==> config.mk <==
export PLATFORM = sky130hd
export DESIGN_NAME = seq_ctl_sequencer
export DESIGN_NICKNAME = d
export VERILOG_FILES = /design/src/rtl/seq_ctl_pkg.sv /design/src/rtl/seq_ctl_decode.sv /design/src/rtl/seq_ctl_pc_step.sv /design/src/rtl/seq_ctl_sequencer.sv
export SDC_FILE = /design/constraint.sdc
export NUM_CORES = 1
export LEC_CHECK = 0
export BUFFER_PORTS_ARGS = -buffer_cell sky130_fd_sc_hd__clkbuf_2
export CELL_PAD_IN_SITES_DETAIL_PLACEMENT = 0
export CELL_PAD_IN_SITES_GLOBAL_PLACEMENT = 1
export CORE_MARGIN = 3
export CORE_UTILIZATION = 38
export DETAILED_ROUTE_END_ITERATION = 7
export GPL_ROUTABILITY_DRIVEN = 0
export GPL_TIMING_DRIVEN = 1
export PLACE_DENSITY = 0.95
export SYNTH_ARGS = -nofsm -noshare
export SYNTH_HDL_FRONTEND = slang
export SYNTH_SLANG_ARGS = --single-unit
==> constraint.sdc <==
create_clock -name clk_i -period 3.3 [get_ports clk_i]
set_input_delay 0.66 -clock clk_i [delete_from_list [all_inputs] [get_ports clk_i]]
set_output_delay 0.66 -clock clk_i [all_outputs]
set_load 0.01 [all_outputs]
==> src/rtl/seq_ctl_pkg.sv <==
package seq_ctl_pkg;
    localparam int FLAG_IMM   = 31;
    localparam int FLAG_END   = 30;
    localparam int FLAG_DBG   = 28;
    localparam int FLAG_TRC   = 27;
    localparam int STAT_W     = 16;
    localparam int STAT_RUN   = 8;
    localparam int STAT_DBG   = 9;
    localparam int STAT_TRC   = 10;

    typedef struct packed {
        logic imm;
        logic fin;
        logic dbg;
        logic trc;
    } ctl_flags_t;
endpackage

==> src/rtl/seq_ctl_decode.sv <==
module seq_ctl_decode
    import seq_ctl_pkg::*;
#(
    parameter int WORD_W = 32
) (
    input  logic [WORD_W-1:0] upper_i,
    input  logic              dbg_en_i,
    input  logic              trc_en_i,
    output ctl_flags_t        flags_o
);
    always_comb begin
        flags_o.imm = upper_i[FLAG_IMM];
        flags_o.fin = upper_i[FLAG_END];
        flags_o.dbg = upper_i[FLAG_DBG] & dbg_en_i;
        flags_o.trc = upper_i[FLAG_TRC] & trc_en_i;
    end
endmodule

==> src/rtl/seq_ctl_pc_step.sv <==
module seq_ctl_pc_step #(
    parameter int PC_W    = 14,
    parameter int PC_STEP = 8
) (
    input  logic [PC_W-1:0] pc_i,
    input  logic            redirect_i,
    input  logic [PC_W-1:0] target_i,
    output logic [PC_W-1:0] pc_next_o
);
    localparam logic [PC_W-1:0] STEP_V = PC_W'(PC_STEP);

    always_comb begin
        if (redirect_i) pc_next_o = target_i;
        else            pc_next_o = pc_i + STEP_V;
    end
endmodule

==> src/rtl/seq_ctl_sequencer.sv <==
module seq_ctl_sequencer
    import seq_ctl_pkg::*;
#(
    parameter int PC_W    = 14,
    parameter int PC_STEP = 8,
    parameter int WORD_W  = 32
) (
    input  logic              clk_i,
    input  logic              rst_ni,
    input  logic              start_i,
    input  logic [PC_W-1:0]   start_pc_i,
    input  logic              issue_i,
    input  logic [WORD_W-1:0] upper_i,
    input  logic [WORD_W-1:0] lower_i,
    input  logic              dbg_en_i,
    input  logic              trc_en_i,
    input  logic              branch_i,
    input  logic [PC_W-1:0]   branch_tgt_i,
    output logic              running_o,
    output logic [PC_W-1:0]   pc_o,
    output logic [STAT_W-1:0] status_o,
    output logic              irq_o,
    output logic              imm_sel_o,
    output logic              lower_exec_o,
    output logic [WORD_W-1:0] imm_o
);
    typedef struct packed {
        logic              running;
        logic [PC_W-1:0]   pc;
        logic              end_pend;
        logic              br_pend;
        logic [PC_W-1:0]   br_tgt;
        logic              dbg_hit;
        logic              trc_hit;
        logic              irq;
        logic [WORD_W-1:0] imm;
    } seq_state_t;

    seq_state_t  st_d, st_q;
    ctl_flags_t  flags;
    logic [PC_W-1:0] pc_next;
    logic        fire;
    logic        halt_now;
    logic        take_br;

    seq_ctl_decode #(.WORD_W(WORD_W)) u_decode (
        .upper_i  (upper_i),
        .dbg_en_i (dbg_en_i),
        .trc_en_i (trc_en_i),
        .flags_o  (flags)
    );

    seq_ctl_pc_step #(.PC_W(PC_W), .PC_STEP(PC_STEP)) u_pc (
        .pc_i       (st_q.pc),
        .redirect_i (st_q.br_pend),
        .target_i   (st_q.br_tgt),
        .pc_next_o  (pc_next)
    );

    assign fire     = issue_i & st_q.running;
    assign halt_now = flags.dbg | flags.trc | st_q.end_pend;
    assign take_br  = branch_i & ~flags.imm;

    always_comb begin
        st_d     = st_q;
        st_d.irq = 1'b0;
        if (!st_q.running && start_i) begin
            st_d.running  = 1'b1;
            st_d.pc       = start_pc_i;
            st_d.end_pend = 1'b0;
            st_d.br_pend  = 1'b0;
            st_d.dbg_hit  = 1'b0;
            st_d.trc_hit  = 1'b0;
        end else if (fire) begin
            st_d.pc      = pc_next;
            st_d.br_pend = take_br;
            if (take_br)   st_d.br_tgt = branch_tgt_i;
            if (flags.imm) st_d.imm    = lower_i;
            st_d.end_pend = flags.fin & ~halt_now;
            st_d.dbg_hit  = st_q.dbg_hit | flags.dbg;
            st_d.trc_hit  = st_q.trc_hit | flags.trc;
            st_d.irq      = flags.dbg | flags.trc;
            if (halt_now) begin
                st_d.running  = 1'b0;
                st_d.end_pend = 1'b0;
                st_d.br_pend  = 1'b0;
            end
        end
    end

    always_ff @(posedge clk_i or negedge rst_ni) begin
        if (!rst_ni) st_q <= '0;
        else         st_q <= st_d;
    end

    always_comb begin
        status_o           = '0;
        status_o[STAT_RUN] = st_q.running;
        status_o[STAT_DBG] = st_q.dbg_hit;
        status_o[STAT_TRC] = st_q.trc_hit;
    end

    assign running_o    = st_q.running;
    assign pc_o         = st_q.pc;
    assign irq_o        = st_q.irq;
    assign imm_o        = st_q.imm;
    assign imm_sel_o    = fire & flags.imm;
    assign lower_exec_o = fire & ~flags.imm;
endmodule

==> results of run 1 <==
==> report_power, final <==
group / leakage, nW / internal (W) / switching [W] / total (W)
logic: 1.09 / 0.000457 / 0.000444 / 0.000901
registers: 0.790 / 0.00106 / 0.000222 / 0.00128
clock network: 0.0962 / 0.000374 / 0.000312 / 0.000686
==> cells in the mapped netlist <==
cell      number  area share [%]
nor2_1         9            0.96
a211oi_1       2            0.43
a221o_1        1            0.28
nor2_4         1            0.32
and3_1         1            0.18
a22oi_1        4            0.85
mux2_2        39              12
nor3_1         2            0.28
o21ai_1        2            0.28
mux2i_1        8             2.3
nand3_2        1            0.28
buf_4         63              13
buf_6          1            0.32
nand2_4        1            0.32
inv_1          7            0.74
a31oi_1        3            0.53
a21oi_1        8             1.1
clkbuf_1       3            0.32
nor2b_1        3            0.53
ha_1           1            0.35
clkbuf_2       1            0.14
o21ai_0       14             2.0
conb_1         1            0.11
mux2_4         9             3.8
o211ai_1       1            0.21
nand3b_1       2            0.43
or2_2          1            0.18
nand2_2        1            0.18
dfrtp_1       66              47
o221ai_2       1            0.43
nand3_1       11             1.6
nand2b_1       2            0.35
xor2_1         2            0.50
a22o_1         1            0.25
xnor2_1        6             1.5
buf_2          9             1.3
o221ai_1       1            0.25
nand2_1       18             1.9
nor4_2         2            0.71
nand3_4        1            0.50
o22ai_1        4            0.71
==> worst reg2reg max path: stages (launching register included) <==
cell,delay (ns)
dfrtp_1,0.39
buf_4,0.24
nand3_2,0.10
buf_4,0.37
mux2_2,0.40
==> metal layers <==
layer / vias to the layer above / track usage [%]
li1: 1147 / -
met1: 1111 / 18.07
met2: 111 / 22.99
met5: - / 0
met4: 0 / 4.440
met3: 7 / 3.823
==> kinds of logic (layout without fill, tap and decap cells) <==
kind of cell,count (synthesis),count (layout)
other,1,13
DFF,66,66
adders and majority gates,1,1
buffers and inverters,84,149
xor gates and xnor gates,8,8
muxes,56,56
AOI/OAI and AO/OA,42,42
and+or+nand+nor,56,56
==> stage by stage <==
| step | hold WS, ns | std cells | setup WS, ns |
|---|---|---|---|
| 4_1_cts | 0.4731 | 499 | 1.024 |
| 5_1_grt | 0.5025 | 499 | 0.9170 |
| 3_5_place_dp | 0.4711 | 483 | 1.025 |
| 6_report | 0.4586 | 499 | 1.050 |
| 2_1_floorplan | 0.3644 | 326 | 1.425 |
| 3_3_place_gp | 0.4654 | 483 | 1.013 |
==> sequential cells by signal, indices dropped and copies added, names as in the netlist <==
register   cells
imm_o         32
st_q          16
pc_o          14
status_o       2
irq_o          1
running_o      1
==> layout make-up <==
cell class | instances | area (um2)
Clock buffer | 11 | 141.4
Clock inverter | 5 | 62.56
Fill cell | 842 | 4885
Inverter | 7 | 26.28
Multi-Input combinational cell | 176 | 1351
Sequential cell | 66 | 1652
Tap cell | 108 | 135.1
Timing Repair Buffer | 126 | 638.1
==> path summary, 6_finish.rpt <==
check | from | depth (start not counted) | slack, ns | to
hold reg to reg | pc_o[0] | 2 | 0.49 | pc_o[0]
setup / recovery | issue_i | 4 | 1.05 | lower_exec_o
setup reg to reg | running_o | 4 | 1.67 | imm_o[15]
min in group clk_i | pc_o[0] | 2 | 0.49 | pc_o[0]
hold / removal | rst_ni | 1 | 0.46 | imm_o[22]
max in group asynchronous | rst_ni | 2 | 1.94 | pc_o[4]
==> results by group, run 1 <==
Run status
  – Status: finished clean

Route
  – Met1 Wirelength: 3247 um
  – Routed Antenna Nets: 0
  – Highest routing layer actually used: met4
  – Routed wire length: 7310 um
  – Met3 Wirelength: 602 um
  – Remaining routing DRC violations: 0
  – Initial DRC count: 59
  – TritonRoute pass-1 iters: 4
  – WL met2: 3406 um
  – Vias per cell: 4.762
  – Routed WL per cell: 14.65 um
  – Via Count: 2376

Yosys
  – Yosys reg bits: 66
  – Mux contribution to synthesized area: 18.54%
  – Post-Synth XOR/XNOR Area: 1.985%
  – Synth Warn #: 0
  – Synthesized-area fraction occupied by adder cells: 0.3545%
  – Post-Synth Simple-Gate Area: 8.685%
  – Compound-cell area share of the yosys netlist: 7.338%
  – Largest family of logic cells by synthesized area: multiplexers
  – Register area share after synthesis: 46.79%
  – Post-synthesis area per instance: 11.24 um2
  – Syn Std Cell Area: 3530 um2
  – Post-synthesis cell type count: 41
  – Syn Inst Count: 314

Pwr
  – Total chip power: 0.002868 W
  – Peak supply drop: 269.6 uV
  – Pwr/cell area: 715.8 nW/um2
  – Leakage: 1.975 nW

Clocking
  – # H-tree levels: 3
  – CTS sink count: 66
  – Post CTS Setup Buffer Count: 0
  – Cts hold-fix bufs: 0
  – Root Buffer: clkbuf_8
  – CTS Buf Count: 9
  – CTS clk-pin slew, worst paths: 0.07 ns
  – CTS resizes: 0
  – Longest Clk Path Bufs: 2
  – Worst-skew pair later-pin latency: 0.33 ns
  – CTS tree: done

Finish
  – Share of cells above drive strength 1: 50.64%
  – N_diodes: 0
  – Layout overhead on the synthesized area: 13.51%
  – Post-route cell area: 4006 um2
  – Most frequent standard cell in the layout excluding fill and tap cells: clkbuf_2
  – Commonest non-fill, non-tap cells in the layout: clkbuf_2, dfrtp_1, mux2_2
  – Fin util: 45.06%
  – Layout Nets: 486

Placement
  – Detail Placement HPWL: 5597 um
  – Post-DP Area: 3802 um2
  – Port bufs: 123

Critical path
  – WP buf/inv: 2
  – Top Family by Delay on Critical Path: buffers and inverters
  – Crit path max fanout: 27
  – WS Path Type: in2out
  – Max stage delay on crit path: 0.42 ns
  – Worst Path Arrival: 1.59 ns
  – CP dominant cell by count: clkbuf_2
  – Cell breakdown of the critical path: clkbuf_2 -> nand2_2 -> nor2_4 -> clkbuf_2
  – CP Launch Type: input port
  – Highest-delay cell along the critical path: clkbuf_2
  – Critical Path Sink Type: output pin
  – Critical Path RT: 2.64 ns

Floorplanning
  – Core ar.: 8891 um2
  – Chip Width: 102.4 um
  – Initial core utilization: 39.70%
  – Total die area: 10480 um2
  – Die Height: 102.4 um
  – Io pins: 165
  – # rows: 34

STA
  – Worst-margin pin slew: 0.9060 ns
  – Fin Setup TNS: 0 ns
  – Layout Skew: 0.01096 ns
  – Setup-failing EPs final: 0
  – Fmax achieved: 0.4445 GHz
  – Max_slew headroom: 39.60%
  – Max Slew Vio Count: 0
  – Final period util: 68.17%
  – Tmin final: 2.250 ns
  – Fin. Hold Viols: 0
  – RSZ-0062 raised after global routing: false

Global routing
  – Initial antenna violation count: 0
  – Congestion Overflow GR: 0
  – Vias in the first global route: 2261
  – First-pass GRT wire length: 11220 um
  – Total routing usage reported by global routing: 14.03%
  – Largest net degree at the start of global routing: 42

Job
  – Max-cap viol count: 0

Hold path
  – Hold Path Class: in2async
(Power assumes the default switching activity.)
==> run 2: changes to the inputs <==
--- a/config.mk
+++ b/config.mk
@@ -9,11 +9,11 @@
 export CELL_PAD_IN_SITES_DETAIL_PLACEMENT = 0
 export CELL_PAD_IN_SITES_GLOBAL_PLACEMENT = 1
 export CORE_MARGIN = 3
-export CORE_UTILIZATION = 38
+export CORE_UTILIZATION = 35
 export DETAILED_ROUTE_END_ITERATION = 7
 export GPL_ROUTABILITY_DRIVEN = 0
 export GPL_TIMING_DRIVEN = 1
-export PLACE_DENSITY = 0.95
+export PLACE_DENSITY = 0.91
 export SYNTH_ARGS = -nofsm -noshare
 export SYNTH_HDL_FRONTEND = slang
 export SYNTH_SLANG_ARGS = --single-unit
==> constraint.sdc (replaced) <==
create_clock -name clk_i -period 2.2 [get_ports clk_i]
set_input_delay 0.44 -clock clk_i [delete_from_list [all_inputs] [get_ports clk_i]]
set_output_delay 0.44 -clock clk_i [all_outputs]
set_load 0.01 [all_outputs]
==> results by group, run 2 (synthesized netlist as in run 1, its figures left out) <==
Critical path
  – WP buf/inv: 3
  – Worst Path Arrival: 1.32 ns
  – Crit path max fanout: 17
  – Critical Path Sink Type: output pin
  – Reg2Reg Setup Slack: 0.58 ns
  – FF-to-FF path depth: 5
  – Reg2reg start: running_o
  – Highest-delay cell along the critical path: dfrtp_1
  – WS Path Type: reg2out
  – R2R Path End: pc_o[2]
  – Top Family by Delay on Critical Path: flip-flops
  – CP Launch Type: flop
  – Cell breakdown of the critical path: nand3_2 -> buf_4 -> inv_1 -> clkbuf_2
  – Critical Path RT: 1.76 ns
  – Max stage delay on crit path: 0.45 ns

Clocking
  – CTS sink count: 66
  – Post CTS Setup Buffer Count: 0
  – CTS clk-pin slew, worst paths: 0.08 ns
  – Longest Clk Path Bufs: 2
  – CTS resizes: 0
  – Cts hold-fix bufs: 0
  – Worst-skew pair later-pin latency: 0.34 ns
  – CTS tree: done
  – Root Buffer: clkbuf_8
  – CTS Buf Count: 9
  – # H-tree levels: 3

Route
  – Routed WL per cell: 14.66 um
  – Routed Antenna Nets: 0
  – Routed wire length: 7709 um
  – Remaining routing DRC violations: 0
  – Initial DRC count: 128
  – Vias per cell: 4.565
  – Via Count: 2401
  – TritonRoute pass-1 iters: 4

STA
  – Fin. Hold Viols: 0
  – Fmax achieved: 0.5682 GHz
  – Setup-failing EPs final: 0
  – Max Slew Vio Count: 0
  – Fin Setup TNS: 0 ns
  – Fin worst setup slack: 0.4400 ns
  – Final period util: 80.00%
  – RSZ-0062 raised after global routing: false
  – Layout Skew: 0.01132 ns
  – Worst-margin pin slew: 0.7256 ns
  – Tmin final: 1.760 ns
  – Max_slew headroom: 51.62%
  – Final hold slack: 0.1560 ns

Floorplanning
  – Initial core utilization: 36.11%
  – Total die area: 11330 um2
  – # rows: 36
  – Io pins: 165
  – Chip Width: 106.4 um
  – Die Height: 106.4 um
  – Core ar.: 9774 um2

Finish
  – Fin util: 41.73%
  – Most frequent standard cell in the layout excluding fill and tap cells: clkbuf_2
  – Layout overhead on the synthesized area: 15.56%
  – Commonest non-fill, non-tap cells in the layout: clkbuf_2, dfrtp_1, mux2_2
  – Fillers: 974
  – Max reg flops: 32
  – N_diodes: 0
  – Post-route cell area: 4079 um2
  – Share of cells above drive strength 1: 51.15%
  – Layout Nets: 488

Placement
  – Post-DP Area: 3861 um2
  – Placement Setup Slack: 0.4895 ns
  – Detail Placement HPWL: 5928 um
  – Port bufs: 123

Global routing
  – First-pass GRT wire length: 12280 um
  – Initial antenna violation count: 0
  – Total routing usage reported by global routing: 14.00%
  – Largest net degree at the start of global routing: 38
  – Congestion Overflow GR: 0
  – Vias in the first global route: 2425

Pwr
  – Peak supply drop: 414.8 uV
  – Pwr/cell area: 1077 nW/um2
  – Leakage: 1.998 nW

Job
  – Max-cap viol count: 0

Run status
  – Status: finished clean

Hold path
  – Hold Path Class: in2async
## run 2: changes by cell type in the layout (fill, tap and decap cells not counted), sizes merged
| cell | change |
|---|---|
| buf | +2 |
| inv | -1 |
| clkinv | +2 |
| clkbuf | -2 |
| bufinv | +1 |
## run 2: power breakdown
| part | switching (W) | internal (W) |
|---|---|---|
| sequential | 0.000334 | 0.00159 |
| combinational | 0.000674 | 0.000692 |
| clock | 0.000471 | 0.000635 |
## run 2: worst max path at each step
stage / from / to / slack, ns / depth (start not counted)
after floorplan: issue_i / st_q[38] / 0.75 / 6
after global placement: issue_i / st_q[40] / 0.50 / 5
after detailed placement: issue_i / st_q[39] / 0.49 / 5
after CTS: running_o / imm_sel_o / 0.42 / 4
after global routing: running_o / imm_sel_o / 0.35 / 4
final: running_o / imm_sel_o / 0.44 / 4
## run 2: final cells by class
| type | count | area [um2] | share of cell area [%] |
|---|---|---|---|
| inverter | 7 | 26.28 | 0.6442 |
| sequential | 66 | 1652 | 40.49 |
| timing repair buffer | 128 | 665.6 | 16.32 |
| multi-input combinational | 176 | 1351 | 33.13 |
| clock inverter | 7 | 93.84 | 2.301 |
| tap | 133 | 166.4 | 4.080 |
| clock buffer | 9 | 123.9 | 3.037 |
## run 2: per-stage QoR
step	cells	power [W]
detailed placement	510	0.003333
finish	526	0.004394
CTS	526	0.004451
global placement	510	0.003268
floorplan	326	0.003148
global route	526	0.004690
## run 2: layer usage
layer / part of all wire [%] / global-route usage [%] / vias to the layer above / routed length [um]
met2: 49 / 23.71 / 98 / 3774
li1: - / - / 1151 / -
met3: 7.5 / 3.825 / 6 / 581
met4: 1.2 / 4.932 / 0 / 93
met5: 0 / 0 / - / 0
met1: 42 / 17.16 / 1146 / 3259
